--- src/rtl/cmdfr_pkg.sv ---
package cmdfr_pkg;

    localparam int OP_W = 3;

    typedef enum logic [OP_W-1:0] {
        OP_NONE   = 3'd0,
        OP_READ   = 3'd1,
        OP_WRITE  = 3'd2,
        OP_MWRITE = 3'd3,
        OP_ACT    = 3'd4,
        OP_PRE    = 3'd5,
        OP_REF    = 3'd6,
        OP_CAS    = 3'd7
    } cmd_op_e;

    typedef enum logic [2:0] {
        ST_IDLE,
        ST_HEAD,
        ST_TAIL,
        ST_COL_HEAD,
        ST_COL_TAIL
    } seq_state_e;

    function automatic logic op_is_xfer(input logic [OP_W-1:0] op);
        return (op == OP_READ) || (op == OP_WRITE) || (op == OP_MWRITE);
    endfunction

    function automatic logic op_is_legal(input logic [OP_W-1:0] op);
        return (op != OP_NONE) && (op != OP_CAS);
    endfunction

endpackage

--- src/rtl/cmdfr_check.sv ---
module cmdfr_check
    import cmdfr_pkg::*;
#(
    parameter int COL_W  = 10,
    parameter int BL_LG  = 4
) (
    input  logic [OP_W-1:0]  op,
    input  logic [COL_W-1:0] col,
    input  logic             bl32,
    output logic             xfer,
    output logic             ok
);

    localparam logic [COL_W-1:0] SHORT_MASK = COL_W'((1 << BL_LG) - 1);
    localparam logic [COL_W-1:0] LONG_MASK  = COL_W'((1 << (BL_LG + 1)) - 1);

    logic aligned;

    always_comb begin
        xfer    = op_is_xfer(op);
        aligned = bl32 ? ((col & LONG_MASK) == '0) : ((col & SHORT_MASK) == '0);
        ok      = op_is_legal(op) && (!xfer || aligned);
    end

endmodule

--- src/rtl/cmdfr_seq.sv ---
module cmdfr_seq
    import cmdfr_pkg::*;
(
    input  logic       clk,
    input  logic       rst_n,
    input  logic       req_valid,
    input  logic       req_ok,
    input  logic       hold_xfer,
    output seq_state_e state_q,
    output logic       req_ready,
    output logic       load,
    output logic       req_err
);

    seq_state_e state_d;
    logic       take;

    always_comb begin
        req_ready = (state_q == ST_IDLE);
        take      = req_valid && req_ready;
        load      = take && req_ok;
    end

    always_comb begin
        state_d = state_q;
        unique case (state_q)
            ST_IDLE:     state_d = load ? ST_HEAD : ST_IDLE;
            ST_HEAD:     state_d = ST_TAIL;
            ST_TAIL:     state_d = hold_xfer ? ST_COL_HEAD : ST_IDLE;
            ST_COL_HEAD: state_d = ST_COL_TAIL;
            ST_COL_TAIL: state_d = ST_IDLE;
            default:     state_d = ST_IDLE;
        endcase
    end

    always_ff @(posedge clk or negedge rst_n) begin
        if (!rst_n) begin
            state_q <= ST_IDLE;
        end else begin
            state_q <= state_d;
        end
    end

    always_ff @(posedge clk or negedge rst_n) begin
        if (!rst_n) begin
            req_err <= 1'b0;
        end else begin
            req_err <= take && !req_ok;
        end
    end

    AST_READY_FALLS_ON_OFFER: assert property (@(posedge clk) disable iff (!rst_n)
        $fell(req_ready) |-> $past(req_valid));

    AST_REFUSE_STAYS_IDLE: assert property (@(posedge clk) disable iff (!rst_n)
        req_err |-> (state_q == ST_IDLE));

endmodule

--- src/rtl/cmdfr_encode.sv ---
module cmdfr_encode
    import cmdfr_pkg::*;
#(
    parameter int BANK_W = 3,
    parameter int HI_W   = 5,
    parameter int LOW_W  = 4
) (
    input  seq_state_e                state_q,
    input  cmd_op_e                   op,
    input  logic [BANK_W-1:0]         bank,
    input  logic [OP_W+BANK_W-1:0]    row,
    input  logic [HI_W-1:0]           col_hi,
    input  logic [LOW_W-1:0]          col_lo,
    input  logic                      bl32,
    output logic                      cs,
    output logic [OP_W+BANK_W-1:0]    ca
);

    localparam int CA_W = OP_W + BANK_W;

    always_comb begin
        cs = 1'b0;
        ca = '0;
        unique case (state_q)
            ST_IDLE: begin
                cs = 1'b0;
                ca = '0;
            end
            ST_HEAD: begin
                cs = 1'b1;
                ca = {op, bank};
            end
            ST_TAIL: begin
                cs = 1'b0;
                if (op == OP_ACT) begin
                    ca = row;
                end else if (op_is_xfer(op)) begin
                    ca = {bl32, col_hi};
                end else begin
                    ca = '0;
                end
            end
            ST_COL_HEAD: begin
                cs = 1'b1;
                ca = {OP_CAS, bank};
            end
            ST_COL_TAIL: begin
                cs = 1'b0;
                ca = {{(CA_W - LOW_W){1'b0}}, col_lo};
            end
            default: begin
                cs = 1'b0;
                ca = '0;
            end
        endcase
    end

endmodule

--- src/rtl/cmd_framer.sv ---
module cmd_framer
    import cmdfr_pkg::*;
#(
    parameter int BANK_W = 3,
    parameter int COL_W  = 10,
    parameter int BL_LG  = 4
) (
    input  logic                clk,
    input  logic                rst_n,
    input  logic                req_valid,
    output logic                req_ready,
    input  logic [2:0]          req_op,
    input  logic [BANK_W-1:0]   req_bank,
    input  logic [BANK_W+2:0]   req_row,
    input  logic [COL_W-1:0]    req_col,
    input  logic                req_bl32,
    output logic                req_err,
    output logic                cmd_cs,
    output logic [BANK_W+2:0]   cmd_ca
);

    localparam int CA_W  = OP_W + BANK_W;
    localparam int LOW_W = BL_LG;
    localparam int HI_W  = COL_W - 1 - LOW_W;

    seq_state_e             state_q;
    logic                   req_ok;
    logic                   req_xfer;
    logic                   load;
    cmd_op_e                hold_op;
    logic [BANK_W-1:0]      hold_bank;
    logic [CA_W-1:0]        hold_row;
    logic [COL_W-1:1]       hold_col;
    logic                   hold_bl32;
    logic                   hold_xfer;

    cmdfr_check #(
        .COL_W (COL_W),
        .BL_LG (BL_LG)
    ) check_i (
        .op   (req_op),
        .col  (req_col),
        .bl32 (req_bl32),
        .xfer (req_xfer),
        .ok   (req_ok)
    );

    cmdfr_seq seq_i (
        .clk       (clk),
        .rst_n     (rst_n),
        .req_valid (req_valid),
        .req_ok    (req_ok),
        .hold_xfer (hold_xfer),
        .state_q   (state_q),
        .req_ready (req_ready),
        .load      (load),
        .req_err   (req_err)
    );

    always_ff @(posedge clk or negedge rst_n) begin
        if (!rst_n) begin
            hold_op   <= OP_NONE;
            hold_bank <= '0;
            hold_row  <= '0;
            hold_col  <= '0;
            hold_bl32 <= 1'b0;
            hold_xfer <= 1'b0;
        end else if (load) begin
            hold_op   <= cmd_op_e'(req_op);
            hold_bank <= req_bank;
            hold_row  <= req_row;
            hold_col  <= req_col[COL_W-1:1];
            hold_bl32 <= req_bl32;
            hold_xfer <= req_xfer;
        end
    end

    cmdfr_encode #(
        .BANK_W (BANK_W),
        .HI_W   (HI_W),
        .LOW_W  (LOW_W)
    ) encode_i (
        .state_q (state_q),
        .op      (hold_op),
        .bank    (hold_bank),
        .row     (hold_row),
        .col_hi  (hold_col[COL_W-1:LOW_W+1]),
        .col_lo  (hold_col[LOW_W:1]),
        .bl32    (hold_bl32),
        .cs      (cmd_cs),
        .ca      (cmd_ca)
    );

    AST_CS_SINGLE_CLOCK: assert property (@(posedge clk) disable iff (!rst_n)
        cmd_cs |=> !cmd_cs);

    AST_IDLE_QUIET: assert property (@(posedge clk) disable iff (!rst_n)
        req_ready |-> (!cmd_cs && cmd_ca == '0));

    AST_REFUSE_NO_BUS: assert property (@(posedge clk) disable iff (!rst_n)
        req_err |-> (!cmd_cs && req_ready));

    AST_COL_AFTER_XFER: assert property (@(posedge clk) disable iff (!rst_n)
        (cmd_cs && op_is_xfer(cmd_ca[CA_W-1 -: OP_W]))
        |-> ##2 (cmd_cs && cmd_ca[CA_W-1 -: OP_W] == OP_CAS));

    AST_COL_NEEDS_XFER: assert property (@(posedge clk) disable iff (!rst_n)
        (cmd_cs && cmd_ca[CA_W-1 -: OP_W] == OP_CAS)
        |-> ($past(cmd_cs, 2) && op_is_xfer($past(cmd_ca[CA_W-1 -: OP_W], 2))));

endmodule

--- config.mk ---
export PLATFORM = sky130hd
export DESIGN_NAME = cmd_framer
export DESIGN_NICKNAME = d
export VERILOG_FILES = /design/src/rtl/cmdfr_pkg.sv /design/src/rtl/cmdfr_check.sv /design/src/rtl/cmdfr_seq.sv /design/src/rtl/cmdfr_encode.sv /design/src/rtl/cmd_framer.sv
export SDC_FILE = /design/constraint.sdc
export NUM_CORES = 1
export LEC_CHECK = 0
export BUFFER_PORTS_ARGS = -buffer_cell sky130_fd_sc_hd__buf_2
export CORE_MARGIN = 5
export CORE_UTILIZATION = 50
export DETAILED_ROUTE_END_ITERATION = 16
export PLACE_DENSITY = 0.72
export SYNTH_ARGS = -nofsm -noshare
export SYNTH_HDL_FRONTEND = slang
export SYNTH_SLANG_ARGS = --single-unit
--- constraint.sdc ---
create_clock -name clk -period 4.9 [get_ports clk]
set_clock_uncertainty 0.15 [all_clocks]
set_input_delay 0.98 -clock clk [delete_from_list [all_inputs] [get_ports clk]]
set_output_delay 0.98 -clock clk [all_outputs]
set_load 0.01 [all_outputs]
---- Word level (Yosys, flattened, before mapping) ----
Cells that the tools add are included.
cells by class
  multiplexer cells ....................... 8
  equal/unequal tests ..................... 12
  magnitude comparators ................... 0
  shift operators ......................... 0
  div/mod/pow operators ................... 0
  reductions and logical operators ........ 17
  multiply operators ...................... 0
  bitwise gates (word level) .............. 0
  $add $sub $neg .......................... 0
operators by type and width
  kind                                                  count
  one-hot mux 6 bit (4 select lines)                    1
  logical NOT 10 bit                                    2
  equality test 3 x 2 -> 1 bit (second input constant)  6
  2-to-1 mux 6 bit                                      2
  one-hot mux 3 bit (4 select lines)                    1
  equality test 3 x 1 -> 1 bit (second input constant)  3
  equality test 3 bit (second input constant)           2
  logical AND 1 bit                                     5
  logical OR 1 bit                                      5
  logical NOT 3 bit                                     1
  2-to-1 mux 1 bit                                      3
  != test 3 bit (second input constant)                 1
  nonzero test 3 bit                                    1
  logical NOT 1 bit                                     2
  2-to-1 mux 2 bit                                      1
  OR reduction 2 bit                                    1
word-level totals
  bits in latches ......................... 0
  RAM bits ................................ 0
  output and inout port bits .............. 9
  logic and storage cells ................. 45
  memories kept ........................... 0
  bits in read-only memories .............. 0
  register bits ........................... 27

---- Logic depth before layout (Yosys ltp) ----
  word-level depth ........................ 9
  mapped depth ............................ 6

---- Hierarchy ----
Synthesis repeated with hierarchy kept, for this count alone.
second synthesis, totals
  cells, all modules ...................... 103
  area total of the unflattened synthesis .. 1321.3 µm²
by module, submodules not included
  module        cells each  sequential area each (µm²)  area an instance (µm²)  times used
  cmd_framer    48          575.6                       857.1                   1
  cmdfr_encode  34          0.0                         246.5                   1
  cmdfr_seq     15          100.1                       170.2                   1
  cmdfr_check   6           0.0                         47.5                    1

---- Worst setup path after synthesis ----
Ideal clock, no wire load.
  path type ............................... input-to-reg
  start point ............................. input port req_col[1]
  end point ............................... register hold_bank[0]
  buffers on the path ..................... 1
  data arrival time ....................... 2.383 ns
  setup slack ............................. 2.242 ns
  required time ........................... 4.625 ns
  setup time .............................. 0.125 ns
  stages on the path ...................... 5
  cell sequence ........................... or4_4 a221oi_2 o211a_4 buf_12 mux2_4
between the ends
  word-level cells in the longest chain between the ends .. 5
ends and longest elaborated chain
  what                  line               source
  from (decl)           cmd_framer.sv:15   input logic [COL_W-1:0] req_col,
  logical NOT 10 bit    cmdfr_check.sv:21  aligned = bl32 ? ((col & LONG_MASK) == '0) : ((col & SHORT_MASK) == '0);
  2-to-1 mux 1 bit *    cmdfr_check.sv:21
  logical OR 1 bit *    cmdfr_check.sv:22  ok = op_is_legal(op) && (!xfer || aligned);
  logical AND 1 bit *   cmdfr_check.sv:22
  logical AND 1 bit *   cmdfr_seq.sv:21    load = take && req_ok;
  to (signal assigned)  cmd_framer.sv:70   hold_bank <= req_bank;
  to (decl)             cmd_framer.sv:31   logic [BANK_W-1:0] hold_bank;
Mark *: on every way between the ends. The rest lies on a longest branch, timed or not.
A chain may end at the register's enable or synchronous reset.

---- Final worst setup path ----
  start point ............................. register hold_op[1]
  end point ............................... output port cmd_ca[1]
between the ends
  word-level cells in the longest chain between the ends .. 6
ends and longest elaborated chain
  what                                                                                 line                source
  from (decl)                                                                          cmd_framer.sv:30    cmd_op_e hold_op;
  from (signal assigned)                                                               cmd_framer.sv:69    hold_op <= cmd_op_e'(req_op);
  equality test 3 x 1 -> 1 bit / equality test 3 x 2 -> 1 bit (equally long branches)  cmdfr_pkg.sv:25     return (op == OP_READ) || (op == OP_WRITE) || (op == OP_MWRITE);
  logical OR 1 bit (2 in a row)                                                        cmdfr_pkg.sv:25
  2-to-1 mux 6 bit                                                                     cmdfr_encode.sv:37  end else if (op_is_xfer(op)) begin
  2-to-1 mux 6 bit *                                                                   cmdfr_encode.sv:35  if (op == OP_ACT) begin
  one-hot mux 6 bit (4 select lines) *                                                 cmdfr_encode.sv:24  unique case (state_q)
  to (decl)                                                                            cmd_framer.sv:19    output logic [BANK_W+2:0] cmd_ca
Marks and branches as above.

==> results.md <==
- Area grow syn2layout: 10.98%
- Post-synthesis cell area: 0.001539 mm^2
- R2R Setup Slk: 2670 ps
- Seq/Total Area, Yosys: 43.90%
- TritonRoute pass-1 iters: 4
- Fillers: 264
- Startpoint types: flip-flop
- Worst slew margin: 60.98%
- Logic gate share of total power: 43.2%
- Pleak: 0.0008439 uW
- Complex-gate fraction of the synthesized area: 16.99%
- Int Power: 589.5 uW
- Vias: 1148
- Post-Synth XOR/XNOR Area: 0%
- Most frequent cells in the layout: buf_2, dfrtp_1, mux2_4
- Synthesized netlist cell count: 133
- Vias in the first global route: 1184
- Largest cells by area after synthesis: dfrtp_1, mux2_4, nand2_1
- Die Ht: 65.48 um
- Yosys reg bits: 27
- Crit. End Element: output port
- Clk root buf: clkbuf_4
- NetSw: 316.1 uW
- Proportion of netlist area held by the largest area contributor: 43.90%
- Critical Path Fanout Max: 9
- Footprint of the multi-input gates: 778.2 um^2
- Hold Path Class: flip-flop to flip-flop
- Setup violators final: 0
- DRT iter0 DRCs: 64
- R2R depth: 4
- Die Area: 0.004288 mm^2
- Maximum VDD drop: 249.3 uV
- Hold EP: hold_bl32
- Clock power frac: 10.3%
- Antenna violations before repair: 0
- Commonest non-fill, non-tap cell in the layout: buf_2
- Fmax: 0.3300 GHz
- WP data arrival: 1900 ps
- First-pass GRT wire length: 5361 um
- Clock buffer depth: 2
- CP required: 3770 ps
- Pwr dens: 530.3 mW/mm^2
- RD Place Congestion: 0.8571
- Final hold viol count: 0
- CTS Hold Bufs: 0
- Setup repair bufs after CTS: 0
- Per-cell routed wire length: 16.31 um
- Vias/cell: 5.918
- DRC viols: 0
- Port Buffers: 34
- Core area: 0.003003 mm^2
- Post-route ant nets: 0
- CTS buffer count: 3
- Largest net degree at the start of global routing: 28
- Resized Gates After CTS: 0
- Syn. warnings: 0
- CTS Sinks: 27
- DP HPWL: 2418 um
- Ports: 35
- RR Endpoint: hold_op[2]
- Placement Rows: 20
- Cells on Worst Hold Path: 1
- Nets: 188
- Reg area: 675.6 um^2
- Adder-Cell Fraction of Synth Area: 0%
- Layout cell share with drive strength beyond 1: 41.61%
- Initial core utilization: 51.25%
- Post-synthesis mux area share: 18.54%
- Worst-path clk slew: 140 ps
- Fin. max-slew vios: 0
- Largest family of logic cells by synthesized area: multiplexers
- Chip width: 65.48 um
- Status: finished, final reports clean
- Setup CP Type: flip-flop to output port
- Switching share of power: 34.91%
- RSZ-0062 raised after global routing: false
- Hold Crit Start: hold_bl32
- Sequential power share: 46.5%
- Measured slew at the worst slew-check pin: 585.3 ps
- Post-synth top area cell: dfrtp_1
- Total grt overflow: 0
- Synth Area in Simple Gates: 15.04%
- Total GRT Usage: 16.25%
- Antenna cells: 0
- Min Tclk post-route: 3030 ps
- Hold WS: 382.7 ps
- H-tree Lvls: 1
- Routed wire length: 3164 um
- Unique masters post-synth: 36
- Avg Cell Area, Syn: 11.57 um^2
- Reg2reg start: seq_i.state_q[0]
- Syn Nets: 159
- # Max-Cap Violations: 0
- Tcrit/Tclk final: 61.84%
- Clk_lat worst skew: 310 ps
- Setup TNS: 0 ps
- CTS tree: yes
==> power groups by stage <==
stage               clock, uW  combinational, uW  sequential, uW
floorplan                   0                346             374
global placement            0                387             420
detailed placement          0                396             423
CTS                      97.7                397             420
global route              106                430             438
finish                   93.4                391             421
==> final cells by class <==
cell class / count / share of cell area, %
multi-input combinational: 92 / 45.57
sequential: 27 / 39.56
timing repair buffer: 34 / 9.963
tap: 33 / 2.418
clock buffer: 3 / 1.319
inverter: 4 / 0.8791
clock inverter: 1 / 0.2930
==> Yosys cell counts <==
cell / instances
a21oi_1: 5
o31ai_1: 1
nand3b_1: 2
o21a_1: 2
o32ai_1: 1
a31oi_1: 4
a211oi_1: 1
nor2_1: 7
or2_2: 1
nor2b_1: 2
clkbuf_1: 7
a21o_1: 1
buf_12: 2
buf_1: 1
nand3_1: 3
inv_1: 4
nor4bb_1: 3
and2_1: 1
nand2b_1: 1
o211a_4: 1
o211a_1: 2
a22oi_1: 3
and3_1: 3
o22ai_1: 2
mux2_4: 19
dfrtp_1: 27
a221oi_2: 1
a21boi_0: 1
or4b_4: 1
or4_4: 1
nand2_1: 11
a311o_1: 1
nor4b_4: 1
a31o_2: 4
o21ai_0: 5
nor3_1: 1
==> critical path: stages, from the launching register on <==
cell and delay [ps]:
dfrtp_1 500, or2_2 410, a31o_2 270, a22oi_1 150
o21ai_0 100, buf_2 170
==> registers in the layout (all words and copies together) (netlist names) <==
signal / cells
hold_bl32: 1
seq_i.state_q: 3
hold_xfer: 1
hold_row: 6
hold_op: 3
hold_bank: 3
seq_i.req_err: 1
hold_col: 9
==> per-layer routing <==
layer  vias to the layer above  part of all wire (%)  global-route usage, %
met5                         -                     0                      0
met4                         0                   1.0                  4.922
met3                         4                   5.8                  3.077
met2                        33                    47                  27.94
met1                       560                    46                  20.61
li1                        551                     -                      -
==> stage by stage <==
| step | setup WS [ps] | cell area, um^2 | utilization [%] | total power [uW] | instances |
|---|---|---|---|---|---|
| floorplan | 2242 | 1539 | - | 720.1 | 133 |
| global placement | 1985 | 1680 | 55.96 | 807.4 | 190 |
| detailed placement | 1928 | 1680 | 55.96 | 819.2 | 190 |
| CTS | 1869 | 1708 | 56.88 | 914.7 | 194 |
| global route | 1718 | 1708 | 56.88 | 974.3 | 194 |
| finish | 1870 | 1708 | 56.88 | 905.6 | 194 |
==> worst max path at each step <==
stage | start | endpoint | slack, ps | cells past startpoint
6_report | hold_op[1] | cmd_ca[1] | 1870 | 5
5_1_grt | hold_op[1] | cmd_ca[2] | 1720 | 5
4_1_cts | hold_op[1] | cmd_ca[1] | 1870 | 5
3_5_place_dp | req_col[1] | hold_row[0] | 1930 | 5
3_3_place_gp | req_col[1] | hold_col[2] | 1980 | 5
2_1_floorplan | req_col[1] | hold_bank[0] | 2240 | 5
==> kinds of logic after synthesis <==
logic type,Yosys count
flip-flops,27
AO/OA/AOI/OAI,35
buffers and inverters,14
AND/OR/NAND/NOR,38
multiplexers,19
(Power assumes the default switching activity.)
